## src/rtl/aai_pkg.sv

```systemverilog
// Package aai_pkg: opcodes and state encodings shared by the word
// program sequencer. Assumes an 8-bit command byte stream.
package aai_pkg;
    localparam logic [7:0] OP_WORD_PROG = 8'hAD;
    localparam logic [7:0] OP_IND_ON    = 8'h70;
    localparam logic [7:0] OP_IND_OFF   = 8'h80;
    localparam logic [7:0] OP_WR_DIS    = 8'h04;
    localparam logic [7:0] OP_RD_STAT   = 8'h05;

    // What the current frame is being parsed as
    typedef enum logic [1:0] {FR_SKIP, FR_START, FR_CONT} frame_kind_t;

    // Write pulse phase: idle, even byte, odd byte
    typedef enum logic [1:0] {PH_IDLE, PH_EVEN, PH_ODD} wr_phase_t;
endpackage

```

## src/rtl/aai_frame.sv

```systemverilog
// Module aai_frame: parses one chip-select frame at a time. It decides
// from the opcode whether the frame opens a session, continues one, ends
// one or toggles the busy indication, and it captures the address and the
// two data bytes. It issues a one-cycle go pulse when a command is
// complete. Assumes 9 <= AW <= 24 and that cs_n goes high between frames.
module aai_frame
    import aai_pkg::*;
#(
    parameter int AW = 19
) (
    input  logic          clk,
    input  logic          rst_n,
    input  logic          cs_n,
    input  logic          rx_vld,
    input  logic [7:0]    rx_byte,
    input  logic          wel,
    input  logic          busy,
    output logic          go,
    output logic          go_first,
    output logic [AW-1:0] start_addr,
    output logic [7:0]    d0,
    output logic [7:0]    d1,
    output logic          session,
    output logic          wel_clr,
    output logic          ind_en
);
    logic [2:0]  bcnt;
    frame_kind_t kind;
    logic        take;
    logic        first_byte;

    assign take       = rx_vld && !cs_n;
    assign first_byte = take && (bcnt == 3'd0);

    // Byte position within the frame, saturating, cleared between frames
    always_ff @(posedge clk) begin
        if (!rst_n || cs_n)
            bcnt <= 3'd0;
        else if (take && bcnt != 3'd7)
            bcnt <= bcnt + 3'd1;
    end

    // Frame classification taken from the opcode byte
    always_ff @(posedge clk) begin
        if (!rst_n || cs_n)
            kind <= FR_SKIP;
        else if (first_byte) begin
            if (rx_byte == OP_WORD_PROG && !busy && (session || wel))
                kind <= session ? FR_CONT : FR_START;
            else
                kind <= FR_SKIP;
        end
    end

    // Capture the address and data bytes of an accepted command
    always_ff @(posedge clk) begin
        if (!rst_n) begin
            start_addr <= '0;
            d0         <= '0;
            d1         <= '0;
        end else if (take) begin
            if (kind == FR_START) begin
                if (bcnt >= 3'd1 && bcnt <= 3'd3)
                    start_addr <= {start_addr[AW-9:0], rx_byte};
                if (bcnt == 3'd4) d0 <= rx_byte;
                if (bcnt == 3'd5) d1 <= rx_byte;
            end else if (kind == FR_CONT) begin
                if (bcnt == 3'd1) d0 <= rx_byte;
                if (bcnt == 3'd2) d1 <= rx_byte;
            end
        end
    end

    // One-cycle command-complete pulse toward the writer
    always_ff @(posedge clk) begin
        if (!rst_n) begin
            go       <= 1'b0;
            go_first <= 1'b0;
        end else begin
            go <= 1'b0;
            if (take && kind == FR_START && bcnt == 3'd5) begin
                go       <= 1'b1;
                go_first <= 1'b1;
            end else if (take && kind == FR_CONT && bcnt == 3'd2) begin
                go       <= 1'b1;
                go_first <= 1'b0;
            end
        end
    end

    // Session flag, latch-clear request and indication enable
    always_ff @(posedge clk) begin
        if (!rst_n) begin
            session <= 1'b0;
            wel_clr <= 1'b0;
            ind_en  <= 1'b0;
        end else begin
            wel_clr <= 1'b0;
            if (first_byte) begin
                if (session && (rx_byte == OP_WR_DIS || rx_byte == OP_RD_STAT)) begin
                    session <= 1'b0;
                    wel_clr <= 1'b1;
                end
                if (rx_byte == OP_IND_ON)  ind_en <= 1'b1;
                if (rx_byte == OP_IND_OFF) ind_en <= 1'b0;
            end
            if (take && kind == FR_START && bcnt == 3'd5)
                session <= 1'b1;
        end
    end

    AST_END_CLEARS: assert property (@(posedge clk) disable iff (!rst_n)
        wel_clr |-> !session);
    AST_GO_IN_SESSION: assert property (@(posedge clk) disable iff (!rst_n)
        go |-> session);
endmodule

```

## src/rtl/aai_writer.sv

```systemverilog
// Module aai_writer: turns a go pulse into two byte-write cycles (even
// byte, then odd byte), keeps the word pointer and times the programming
// delay. Assumes go only arrives while busy is low.
module aai_writer
    import aai_pkg::*;
#(
    parameter int AW          = 19,
    parameter int PROG_CYCLES = 16
) (
    input  logic          clk,
    input  logic          rst_n,
    input  logic          go,
    input  logic          go_first,
    input  logic [AW-1:0] start_addr,
    input  logic [7:0]    d0,
    input  logic [7:0]    d1,
    output logic          mem_we,
    output logic [AW-1:0] mem_addr,
    output logic [7:0]    mem_din,
    output logic          busy
);
    localparam int CW = $clog2(PROG_CYCLES + 2);

    wr_phase_t     phase;
    logic [AW-1:0] waddr;
    logic [CW-1:0] cnt;

    // Write phase sequencing and word pointer update
    always_ff @(posedge clk) begin
        if (!rst_n) begin
            phase <= PH_IDLE;
            waddr <= '0;
        end else begin
            case (phase)
                PH_IDLE: if (go) begin
                    if (go_first) waddr <= start_addr & ~AW'(1);
                    phase <= PH_EVEN;
                end
                PH_EVEN: phase <= PH_ODD;
                PH_ODD: begin
                    phase <= PH_IDLE;
                    waddr <= waddr + AW'(2);
                end
                default: phase <= PH_IDLE;
            endcase
        end
    end

    // Programming time counter started after the odd byte
    always_ff @(posedge clk) begin
        if (!rst_n)
            cnt <= '0;
        else if (phase == PH_ODD)
            cnt <= CW'(PROG_CYCLES);
        else if (cnt != '0)
            cnt <= cnt - CW'(1);
    end

    assign busy     = go || (phase != PH_IDLE) || (cnt != '0);
    assign mem_we   = (phase != PH_IDLE);
    assign mem_addr = (phase == PH_ODD) ? (waddr | AW'(1)) : waddr;
    assign mem_din  = (phase == PH_ODD) ? d1 : d0;

    AST_GO_WHILE_IDLE: assert property (@(posedge clk) disable iff (!rst_n)
        go |-> (phase == PH_IDLE));
    AST_PAIR_ORDER: assert property (@(posedge clk) disable iff (!rst_n)
        (mem_we && !mem_addr[0]) |=> (mem_we && mem_addr[0]));
endmodule

```

## src/rtl/aai_word_prog.sv

```systemverilog
// Module aai_word_prog: top of the auto-increment word program sequencer.
// Joins the frame parser and the writer and forms the ready/busy drive
// for the serial output. Assumes the decoder supplies one byte per
// rx_vld and owns the write-enable latch.
module aai_word_prog
    import aai_pkg::*;
#(
    parameter int AW          = 19,
    parameter int PROG_CYCLES = 16
) (
    input  logic          clk,
    input  logic          rst_n,
    input  logic          cs_n,
    input  logic          rx_vld,
    input  logic [7:0]    rx_byte,
    input  logic          wel,
    input  logic          other_out,
    output logic          mem_we,
    output logic [AW-1:0] mem_addr,
    output logic [7:0]    mem_din,
    output logic          busy,
    output logic          aai_active,
    output logic          wel_clr,
    output logic          so_oe,
    output logic          so_dout
);
    logic          go, go_first, ind_en;
    logic [AW-1:0] start_addr;
    logic [7:0]    d0, d1;

    aai_frame #(.AW(AW)) u_frame (
        .clk(clk), .rst_n(rst_n), .cs_n(cs_n), .rx_vld(rx_vld),
        .rx_byte(rx_byte), .wel(wel), .busy(busy), .go(go),
        .go_first(go_first), .start_addr(start_addr), .d0(d0), .d1(d1),
        .session(aai_active), .wel_clr(wel_clr), .ind_en(ind_en)
    );

    aai_writer #(.AW(AW), .PROG_CYCLES(PROG_CYCLES)) u_writer (
        .clk(clk), .rst_n(rst_n), .go(go), .go_first(go_first),
        .start_addr(start_addr), .d0(d0), .d1(d1), .mem_we(mem_we),
        .mem_addr(mem_addr), .mem_din(mem_din), .busy(busy)
    );

    // Ready/busy level on the serial output between commands
    assign so_oe   = ind_en && aai_active && !cs_n && !other_out;
    assign so_dout = !busy;

    AST_START_WRITES: assert property (@(posedge clk) disable iff (!rst_n)
        $rose(aai_active) |=> (mem_we && !mem_addr[0]));
endmodule

```

## config.mk

```make
export PLATFORM = sky130hd
export DESIGN_NAME = aai_word_prog
export DESIGN_NICKNAME = d
export VERILOG_FILES = /design/src/rtl/aai_pkg.sv /design/src/rtl/aai_frame.sv /design/src/rtl/aai_writer.sv /design/src/rtl/aai_word_prog.sv
export SDC_FILE = /design/constraint.sdc
export NUM_CORES = 1
export LEC_CHECK = 0
export ABC_AREA = 1
export BUFFER_PORTS_ARGS = -buffer_cell sky130_fd_sc_hd__buf_2
export CAP_MARGIN = 40
export CORE_ASPECT_RATIO = 1.2
export CORE_MARGIN = 2
export CORE_UTILIZATION = 55
export CTS_BUF_LIST = sky130_fd_sc_hd__clkbuf_16
export CTS_CLUSTER_DIAMETER = 200
export DETAILED_ROUTE_END_ITERATION = 10
export GPL_ROUTABILITY_DRIVEN = 0
export PLACE_DENSITY = 0.73
export SLEW_MARGIN = 0
export SYNTH_ARGS = -nofsm -noshare
export SYNTH_HDL_FRONTEND = slang
export SYNTH_HIERARCHICAL = 1
export SYNTH_SLANG_ARGS = --single-unit
```

## constraint.sdc

```tcl
create_clock -name clk -period 1.75 [get_ports clk]
set_input_delay 0.175 -clock clk [delete_from_list [all_inputs] [get_ports clk]]
set_output_delay 0.175 -clock clk [all_outputs]
set_load 0.03 [all_outputs]
```

# Word-level counts from Yosys, hierarchy flattened
# Index checks and enable logic that the tools add are counted.
[classes]
order_cmp = 2
n_reduce_logical = 44
eq_ne = 18
add_sub_neg = 3
n_mux = 29
n_bitwise = 1
[op_table]
columns = ["operator", "count"]
rows = [
  ["8-bit two-way mux", 9],
  ["19-bit two-way mux", 2],
  ["19-bit one-hot mux with 2 select lines", 1],
  ["2-bit nonzero test", 10],
  ["19-bit by 2-bit adder with 19-bit output (second input constant)", 1],
  ["8-bit by 3-bit == test with 1-bit output (second input constant)", 2],
  ["8-bit == test (second input constant)", 2],
  ["1-bit logical AND", 14],
  ["1-bit two-way mux", 11],
  ["5-bit two-way mux", 2],
  ["8-bit by 7-bit == test with 1-bit output (second input constant)", 1],
  ["2-bit inequality test (second input constant)", 4],
  ["4-bit AND reduction", 2],
  ["3-bit == test (second input constant)", 2],
  ["2-bit two-way mux", 3],
  ["2-bit AND reduction", 3],
  ["3-bit AND reduction", 2],
  ["1-bit logical OR", 5],
  ["5-bit nonzero test", 1],
  ["5-bit by 1-bit subtractor with 5-bit output (second input constant)", 1],
  ["2-bit by 1-bit == test with 1-bit output (second input constant)", 2],
  ["2-bit == test (second input constant)", 2],
  ["1-bit logical NOT", 4],
  ["2-bit one-hot mux with 2 select lines", 1],
  ["10 further kinds", 10],
]
[word_totals]
out_inout_bits = 33
word_cells = 111
register_bits = 71
input_bits = 14

# Longest topological paths before layout
# Gate-level depths: netlist of the first run.
[depth]
word_depth = 7
depth_mapped = 10
mapped_depth_nobuf = 10

# By module
# Netlist of the first run, hierarchy kept.
[by_module_without_submodules]
columns = ["mod", "cells_per_inst", "n_inst", "area_per_inst_um2", "seq_area_each_um2"]
rows = [
  ["aai_frame", 307, 1, 2090.8, 900.9],
  ["aai_writer", 250, 1, 1586.5, 500.5],
  ["aai_word_prog", 6, 1, 25.0, 0.0],
]

# Worst setup path after synthesis of the first run
# Ideal clock, no wire load.
[synth_path]
path_kind = "register -> output"
start = "register u_writer.cnt[0]"
end = "output port so_dout"
path_slack_ns = -0.085
path_buffers = 0
arrival_time_ns = 1.660
t_required_ns = 1.575
path_stages_with_launch = 9
cell_sequence = "dfxtp_1 inv_1 ha_1 nand2_1 nor2_1 inv_1 nor2_1 nand4_1 inv_1"
[synth_between]
elab_chain_len = 3
[synth_lines]
columns = ["item", "line_no", "text"]
rows = [
  ["from (decl)", "aai_writer.sv:26", "logic [CW-1:0] cnt;"],
  ["from (signal assigned)", "aai_writer.sv:54", "cnt <= CW'(PROG_CYCLES);"],
  ["from (signal assigned)", "aai_writer.sv:56", "cnt <= cnt - CW'(1);"],
  ["5-bit nonzero test", "aai_writer.sv:59", "assign busy = go || (phase != PH_IDLE) || (cnt != '0);"],
  ["1-bit logical OR", "aai_writer.sv:59", ""],
  ["named net busy", "aai_word_prog.sv:21", "output logic busy,"],
  ["1-bit logical NOT", "aai_word_prog.sv:46", "assign so_dout = !busy;"],
  ["to (decl)", "aai_word_prog.sv:25", "output logic so_dout"],
]
# The timed path passes the listed nets, and every way through them passes these cells.

# Worst setup path in the final report of the first run
[layout_path]
start = "register u_writer.cnt[0]"
end = "output port so_dout"
[layout_between]
elab_chain_len = 3
[layout_lines]
columns = ["item", "line_no"]
rows = [
  ["5-bit nonzero test", "aai_writer.sv:59"],
  ["1-bit logical OR", "aai_writer.sv:59"],
  ["1-bit logical NOT", "aai_word_prog.sv:46"],
]
# No other way between the ends.

==> reports/metrics.yaml, run 1 <==
run_status:
  status: "finished, violations left"
  violations: "negative setup slack"
layout:
  regArea_sq_um: 1400
  nets: 636
  drive_gt1_frac: 0.175
  syn_to_final_growth_pct: 19.0
  n_antenna_cell: 0
  nFillCells: 611
  multiInputGateArea_sq_um: 1950
detailed_routing:
  antenna_left: 0
  drc: 0
  vias: 3704
  wirelength_mm: 9.24
  drt_iter0_markers: 199
  dr.pass1.iters: 4
  via_per_inst: 5.28
  wl_per_cell_um: 13.2
critical_path:
  arrival_ps: 1600
  end_kind: "output pin"
  rrSetupSlack_ps: 60
  ff2ff_path_depth: 11
  r2r-end: "u_frame/kind[1]"
  r2r-start: "u_writer/cnt[0]"
  path_class: "flip-flop to output pin"
  critPathLaunchType: "flip-flop"
  cp.required_ps: 1570
  worst-path-max-fanout: 3
die:
  die_w_um: 78.9
  die_area_sq_um: 7410
  rows: 32
  fp.coreArea_sq_um: 6490
  fp.dieH_um: 93.9
  start_util: 0.571
  io_pins: 47
min_path:
  hold_depth: 3
  hold_start: "rx_byte[1]"
  min_path_type: "primary input to flip-flop"
  whs_endpoint: "u_frame/start_addr[1]"
sta:
  worst_pin_slew_ps: 531
  setup_viol_count_final: 2
  max_slew_margin: 0.646
  setup_ws_ps: -28.2
  fin_setup_tns_ps: -36.7
  whs_ps: 126
  finClkSkew_ps: 6.82
  post-route-period-util: 1.02
  hold_viol_final: 0
  timing.fmax_mhz: 562
  rsz0062_at_grt: "yes"
  period_needed_ps: 1780
  drv_slew: 0
yosys:
  synthXorXnorAreaFrac: 0.00710
  avgSynthCellArea_sq_um: 6.58
  synth_seq_cells: 70
  synth_edf_count: 0
  synth-seq-area-share: 0.379
  synthAdderAreaFrac: 0.0338
  synth_cells: 563
  synthSimpleGateAreaFrac: 0.370
  ys.flop_type: "dfxtp_1"
  yosysWarnings: 6
  synth_top_family_by_area: "simple AND/OR/NAND/NOR gates"
  yosys.cell_types.count: 35
  yosys-mux-area-fraction: 0
  syn-num-nets: 587
  synth-compound-area-share: 0.106
  yosys-top-cells-area: "dfxtp_1, nand2_1, nor2_1"
  netlist.area_leader.share: 0.379
  synthArstFlopShare: 0
  synth_area_sq_um: 3700
  synth_top_area_cell: "dfxtp_1"
clock_network:
  cts_tree: "built"
  cts_root_buf: "clkbuf_16"
  cts_buffers: 9
  worstSkewPairLatency_ps: 330
  htreeDepth: 3
  cts.path.max_buffers: 2
  clkTransAtPathRegs_ps: 60
  clock-sinks: 70
grt:
  grt_max_degree: 42
  track_usage: 0.269
  grt_pass1_wl_mm: 15.9
  grt_pass1_vias: 3554
  antenna_found_initial: 0
  grt_remaining_overflow: 0
power:
  peakVddDrop_mv: 0.712
  leakage_nw: 2.05
  p_per_area_nw_per_um2: 971
placed_design:
  io_buffer_count: 46
  dp_hpwl_mm: 6.16
job:
  drv_cap: 0
[synth_stat cells, types with 4 or more instances]
| master | count |
|---|---|
| nand2_2 | 6 |
| a211oi_1 | 4 |
| ha_1 | 10 |
| buf_2 | 13 |
| buf_6 | 5 |
| a21oi_1 | 38 |
| nand3_1 | 37 |
| nor2_2 | 4 |
| nand2_1 | 145 |
| inv_1 | 62 |
| o21ai_0 | 14 |
| dfxtp_1 | 70 |
| nand4_1 | 11 |
| nor3_1 | 8 |
| nor2_1 | 101 |
| o22ai_1 | 5 |
[flip-flops by register name, summed over array words and instances (netlist names)]
| signal | count |
|---|---|
| u_writer/phase | 2 |
| u_frame/d0 | 8 |
| u_frame/session | 1 |
| u_writer/waddr | 18 |
| u_frame/start_addr | 19 |
| u_frame/go_first | 1 |
| u_frame/go | 1 |
| u_frame/d1 | 8 |
| u_writer/cnt | 5 |
| u_frame/wel_clr | 1 |
| u_frame/kind | 2 |
| u_frame/ind_en | 1 |
| u_frame/bcnt | 3 |
[through the flow]
step / cells / total power, mW / utilization / worst slack [ps] / area (sq um)
after CTS: 700 / 4.20 / 0.673 / 6.74 / 4370
after global placement: 681 / 2.17 / 0.619 / 205 / 4020
after detailed placement: 681 / 2.19 / 0.619 / 180 / 4020
after floorplan: 563 / 2.06 / - / -24.7 / 3720
after global routing: 702 / 4.46 / 0.679 / -113 / 4410
final: 702 / 4.28 / 0.679 / -28.2 / 4410
[cell families (layout without fill, tap and decap cells)]
family,count (synthesis),in the layout
AOI/OAI and AO/OA,71,71
buffers and inverters,87,141
adders and majority gates,10,10
and+or+nand+nor,322,322
DFF,70,70
xor gates and xnor gates,3,3
[worst max-delay path by stage]
stage / start / to / slack, ps / cells past startpoint
2_1_floorplan: u_writer/cnt[1] / u_frame/kind[1] / -20 / 10
3_3_place_gp: u_writer/cnt[1] / u_frame/kind[1] / 210 / 10
3_5_place_dp: u_writer/cnt[0] / u_frame/kind[0] / 180 / 10
4_1_cts: u_writer/cnt[0] / so_dout / 7 / 9
5_1_grt: u_writer/cnt[0] / so_dout / -110 / 9
6_report: u_writer/cnt[0] / so_dout / -30 / 9
[timing repair]
action                     4_1_cts  5_1_grt
gates resized for setup          5       10
setup buffers                    3        3
hold buffers                     0        0
setup endpoints to repair       10       12
pin swaps                        2        6
[worst max-delay path, cell delays in order (launching register included)]
cell     delay, ps
dfxtp_2        320
inv_2           70
ha_4           140
nand2_2         50
nor2_2         100
inv_2           60
nor2_4         120
nand4_1        200
inv_2          100
buf_6          130
[where the power goes]
| part | leakage [nW] | switching, mW | total [mW] | internal, mW |
|---|---|---|---|---|
| clock | 0.149 | 0.690 | 1.93 | 1.24 |
| combinational | 1.33 | 0.384 | 0.685 | 0.302 |
| sequential | 0.565 | 0.0289 | 1.67 | 1.64 |
[metal layers]
metal	routed length (um)	track usage	part of all wire	vias up
li1	-	-	-	1885
met1	4060	0.328	0.44	1696
met2	4570	0.475	0.49	112
met3	482	0.0606	0.052	11
met4	123	0.0776	0.013	0
met5	0	0	0	-
[cell type report]
type	count	share of cell area
flip-flops and latches	70	0.319
multi-input cells	406	0.443
well taps	85	0.0241
inverters	66	0.0579
clock buffers	9	0.0511
repair buffers	59	0.0857
clock inverters	7	0.0199
[cell usage in the layout (no fill, tap or decap), types with 3 or more instances in the layout]
cell / netlist / layout
nand3_2: 3 / 3
nand2_2: 6 / 7
buf_12: 0 / 3
ha_1: 10 / 9
clkinv_1: 0 / 3
o21ai_0: 14 / 14
inv_2: 3 / 8
nand4_1: 11 / 11
a211oi_1: 4 / 4
buf_4: 1 / 10
buf_2: 13 / 44
a21oi_1: 38 / 37
o31ai_1: 3 / 3
o22ai_1: 5 / 5
nand3_1: 37 / 37
nand2_1: 145 / 144
nor3_1: 8 / 8
dfxtp_1: 70 / 68
clkbuf_16: 0 / 9
nor2_2: 4 / 5
inv_1: 62 / 57
nor2_4: 2 / 4
nor2_1: 101 / 98
(Power assumes the default switching activity.)
==> run 2: changes to the inputs <==
Settings changed: ABC_AREA 1 to unset, PLACE_DENSITY 0.73 to 0.74.
==> reports/metrics.yaml, run 2 <==
run_status:
  status: "finished, violations left"
  violations: "negative setup slack"
sta:
  rsz0062_at_grt: "yes"
  drv_slew: 0
  timing.fmax_mhz: 502
  setup_ws_ps: -241
  finClkSkew_ps: 5.15
  hold_viol_final: 0
  period_needed_ps: 1990
  setup_viol_count_final: 4
  max_slew_margin: 0.652
  worst_pin_slew_ps: 518
  post-route-period-util: 1.14
critical_path:
  end_kind: "flip-flop"
  path_class: "flip-flop to flip-flop"
  crit_chain: "inv_2, ha_4, nand2_2, or2_4, or3_4, buf_12, nor4bb_4, o2111ai_2, a21oi_2"
  crit_slowest_cell: "or3_4"
  crit_path_max_incr_delay_ps: 390
  cp.required_ps: 2010
  critPathLaunchType: "flip-flop"
  crit_family: "simple AND/OR/NAND/NOR gates"
  crit_buf_inv: 2
  worst-path-max-fanout: 2
  arrival_ps: 2250
  r2r-start: "u_writer/cnt[1]"
  cp-startpoint: "u_writer/cnt[1]"
clock_network:
  cts_tree: "built"
  cts.path.max_buffers: 2
  worstSkewPairLatency_ps: 330
  cts_buffers: 9
  htreeDepth: 3
  clock-sinks: 70
  cts_root_buf: "clkbuf_16"
  clkTransAtPathRegs_ps: 60
  hold_buffers: 0
layout:
  drive_gt1_frac: 0.277
  top_register: "u_frame/start_addr"
  nets: 485
  largest_reg_flops: 19
  final_area_sq_um: 4460
  syn_to_final_growth_pct: 28.2
  stdcell_count: 548
  layout_commonest_cell: "nand2_1"
  biggestRegsByFlops: "u_frame/start_addr (19), u_writer/waddr (18)"
  n_antenna_cell: 0
  layout_common_cells: "nand2_1, dfxtp_1, buf_2"
min_path:
  hold_start: "rx_byte[2]"
  min_path_type: "primary input to flip-flop"
yosys:
  netlist.area_leader.share: 0.403
  yosys.cell_types.count: 62
  syn-num-nets: 418
  synth_area_sq_um: 3480
  avgSynthCellArea_sq_um: 8.83
  synth-seq-area-share: 0.403
  synth_cells: 394
  synth_top_area_cell: "dfxtp_1"
  yosys-top-cells-area: "dfxtp_1, mux2i_1, nand2_1"
  yosysWarnings: 6
  synth_seq_cells: 70
  synthArstFlopShare: 0
  synth_common_cells: "nand2_1, dfxtp_1, mux2i_1, nor2_1, o21ai_0"
  synth.most_common_cell: "nand2_1"
  synth_edf_count: 0
  ys.flop_type: "dfxtp_1"
placed_design:
  dp_hpwl_mm: 5.39
  postPlaceCellArea_sq_um: 3940
  dp.cells: 526
  io_buffer_count: 46
die:
  rows: 31
  io_pins: 47
  fp.dieH_um: 91.1
  die_area_sq_um: 6980
  die_w_um: 76.6
  fp.coreArea_sq_um: 6090
  start_util: 0.572
detailed_routing:
  wirelength_mm: 8.43
  dr.pass1.iters: 5
  wl_per_cell_um: 15.4
  drc: 0
  vias: 3119
  drt_iter0_markers: 200
  antenna_left: 0
  via_per_inst: 5.69
grt:
  track_usage: 0.242
  grt_pass1_wl_mm: 13.5
  grt_pass1_vias: 2949
  antenna_found_initial: 0
  grt_remaining_overflow: 0
  grt_max_degree: 72
power:
  leakage_nw: 2.19
  p_per_area_nw_per_um2: 1020
  peakVddDrop_mv: 0.749
job:
  drv_cap: 0
run 2: cell types whose count changed after synthesis, moves of 5 or more:
cell	delta
inv_1	-48
nand2_1	-61
nand3_1	-27
nand2_2	-6
o22ai_1	-5
clkbuf_1	+12
and3_1	+8
buf_2	-13
nor2b_1	+6
a21oi_1	-28
nor2_1	-79
nand4_1	-9
mux2i_1	+37
run 2: cell type report:
class / count / area, sq um
clock buffer: 9 / 225
timing repair buffer: 74 / 557
clock inverter: 7 / 113
multi-input combinational: 291 / 2000
sequential: 70 / 1410
tap: 82 / 103
fill: 449 / 1630
inverter: 15 / 56.3
run 2: per-stage QoR:
| stage | utilization | total power, mW | hold WS (ps) | setup slack [ps] | TNS [ps] |
|---|---|---|---|---|---|
| after global routing | 0.733 | 4.69 | 221 | -348 | -1240 |
| after floorplan | - | 2.14 | 310 | -217 | -434 |
| after detailed placement | 0.647 | 2.34 | 444 | -121 | -220 |
| final | 0.733 | 4.53 | 205 | -241 | -857 |
| after CTS | 0.710 | 4.53 | 194 | -255 | -904 |
| after global placement | 0.647 | 2.32 | 440 | -44.5 | -68.9 |
run 2: cells by family after synthesis:
group	count (synthesis)	synth area share
DFF	70	0.403
and+or+nand+nor	173	0.260
buffers and inverters	33	0.0485
AOI/OAI and AO/OA	66	0.134
adders and majority gates	10	0.0359
muxes	37	0.106
xor gates and xnor gates	5	0.0126
run 2: final timing paths:
| path | endpoint | slack (ps) | cells after the start |
|---|---|---|---|
| worst max-delay path | u_frame/kind[0] | -240 | 9 |
| worst min-delay path | u_frame/start_addr[2] | 200 | 3 |
| worst max register to register | u_frame/kind[0] | -240 | 9 |
| worst min register to register | u_frame/start_addr[11] | 460 | 2 |
run 2: worst register-to-register path: stages, from the launching register on:
cell and delay (ps):
dfxtp_2 320, inv_2 60, ha_4 130, nand2_2 50
or2_4 230, or3_4 390, buf_12 140, nor4bb_4 290
o2111ai_2 170, a21oi_2 150
run 2: where the power goes:
| group | switching [mW] | leakage (nW) | internal [mW] |
|---|---|---|---|
| Sequential | 0.0247 | 0.569 | 1.64 |
| Clock | 0.684 | 0.171 | 1.39 |
| Combinational | 0.365 | 1.45 | 0.432 |
| Total | 1.07 | 2.19 | 3.46 |
run 2: timing repair:
action | 4_1_cts | 5_1_grt
resized for setup | 8 | 19
endpoints found under the setup margin | 13 | 27
pin swaps | 1 | 8
gates cloned | 0 | 2
hold endpoints to repair | 0 | 0
setup buffers | 1 | 3
run 2: routing by layer:
metal  vias to the layer above  part of all wire  track usage
met2                       116              0.49        0.409
met4                         0             0.027        0.121
met5                         -                 0            0
li1                       1530                 -            -
met1                      1454              0.43        0.296
met3                        19             0.055       0.0398
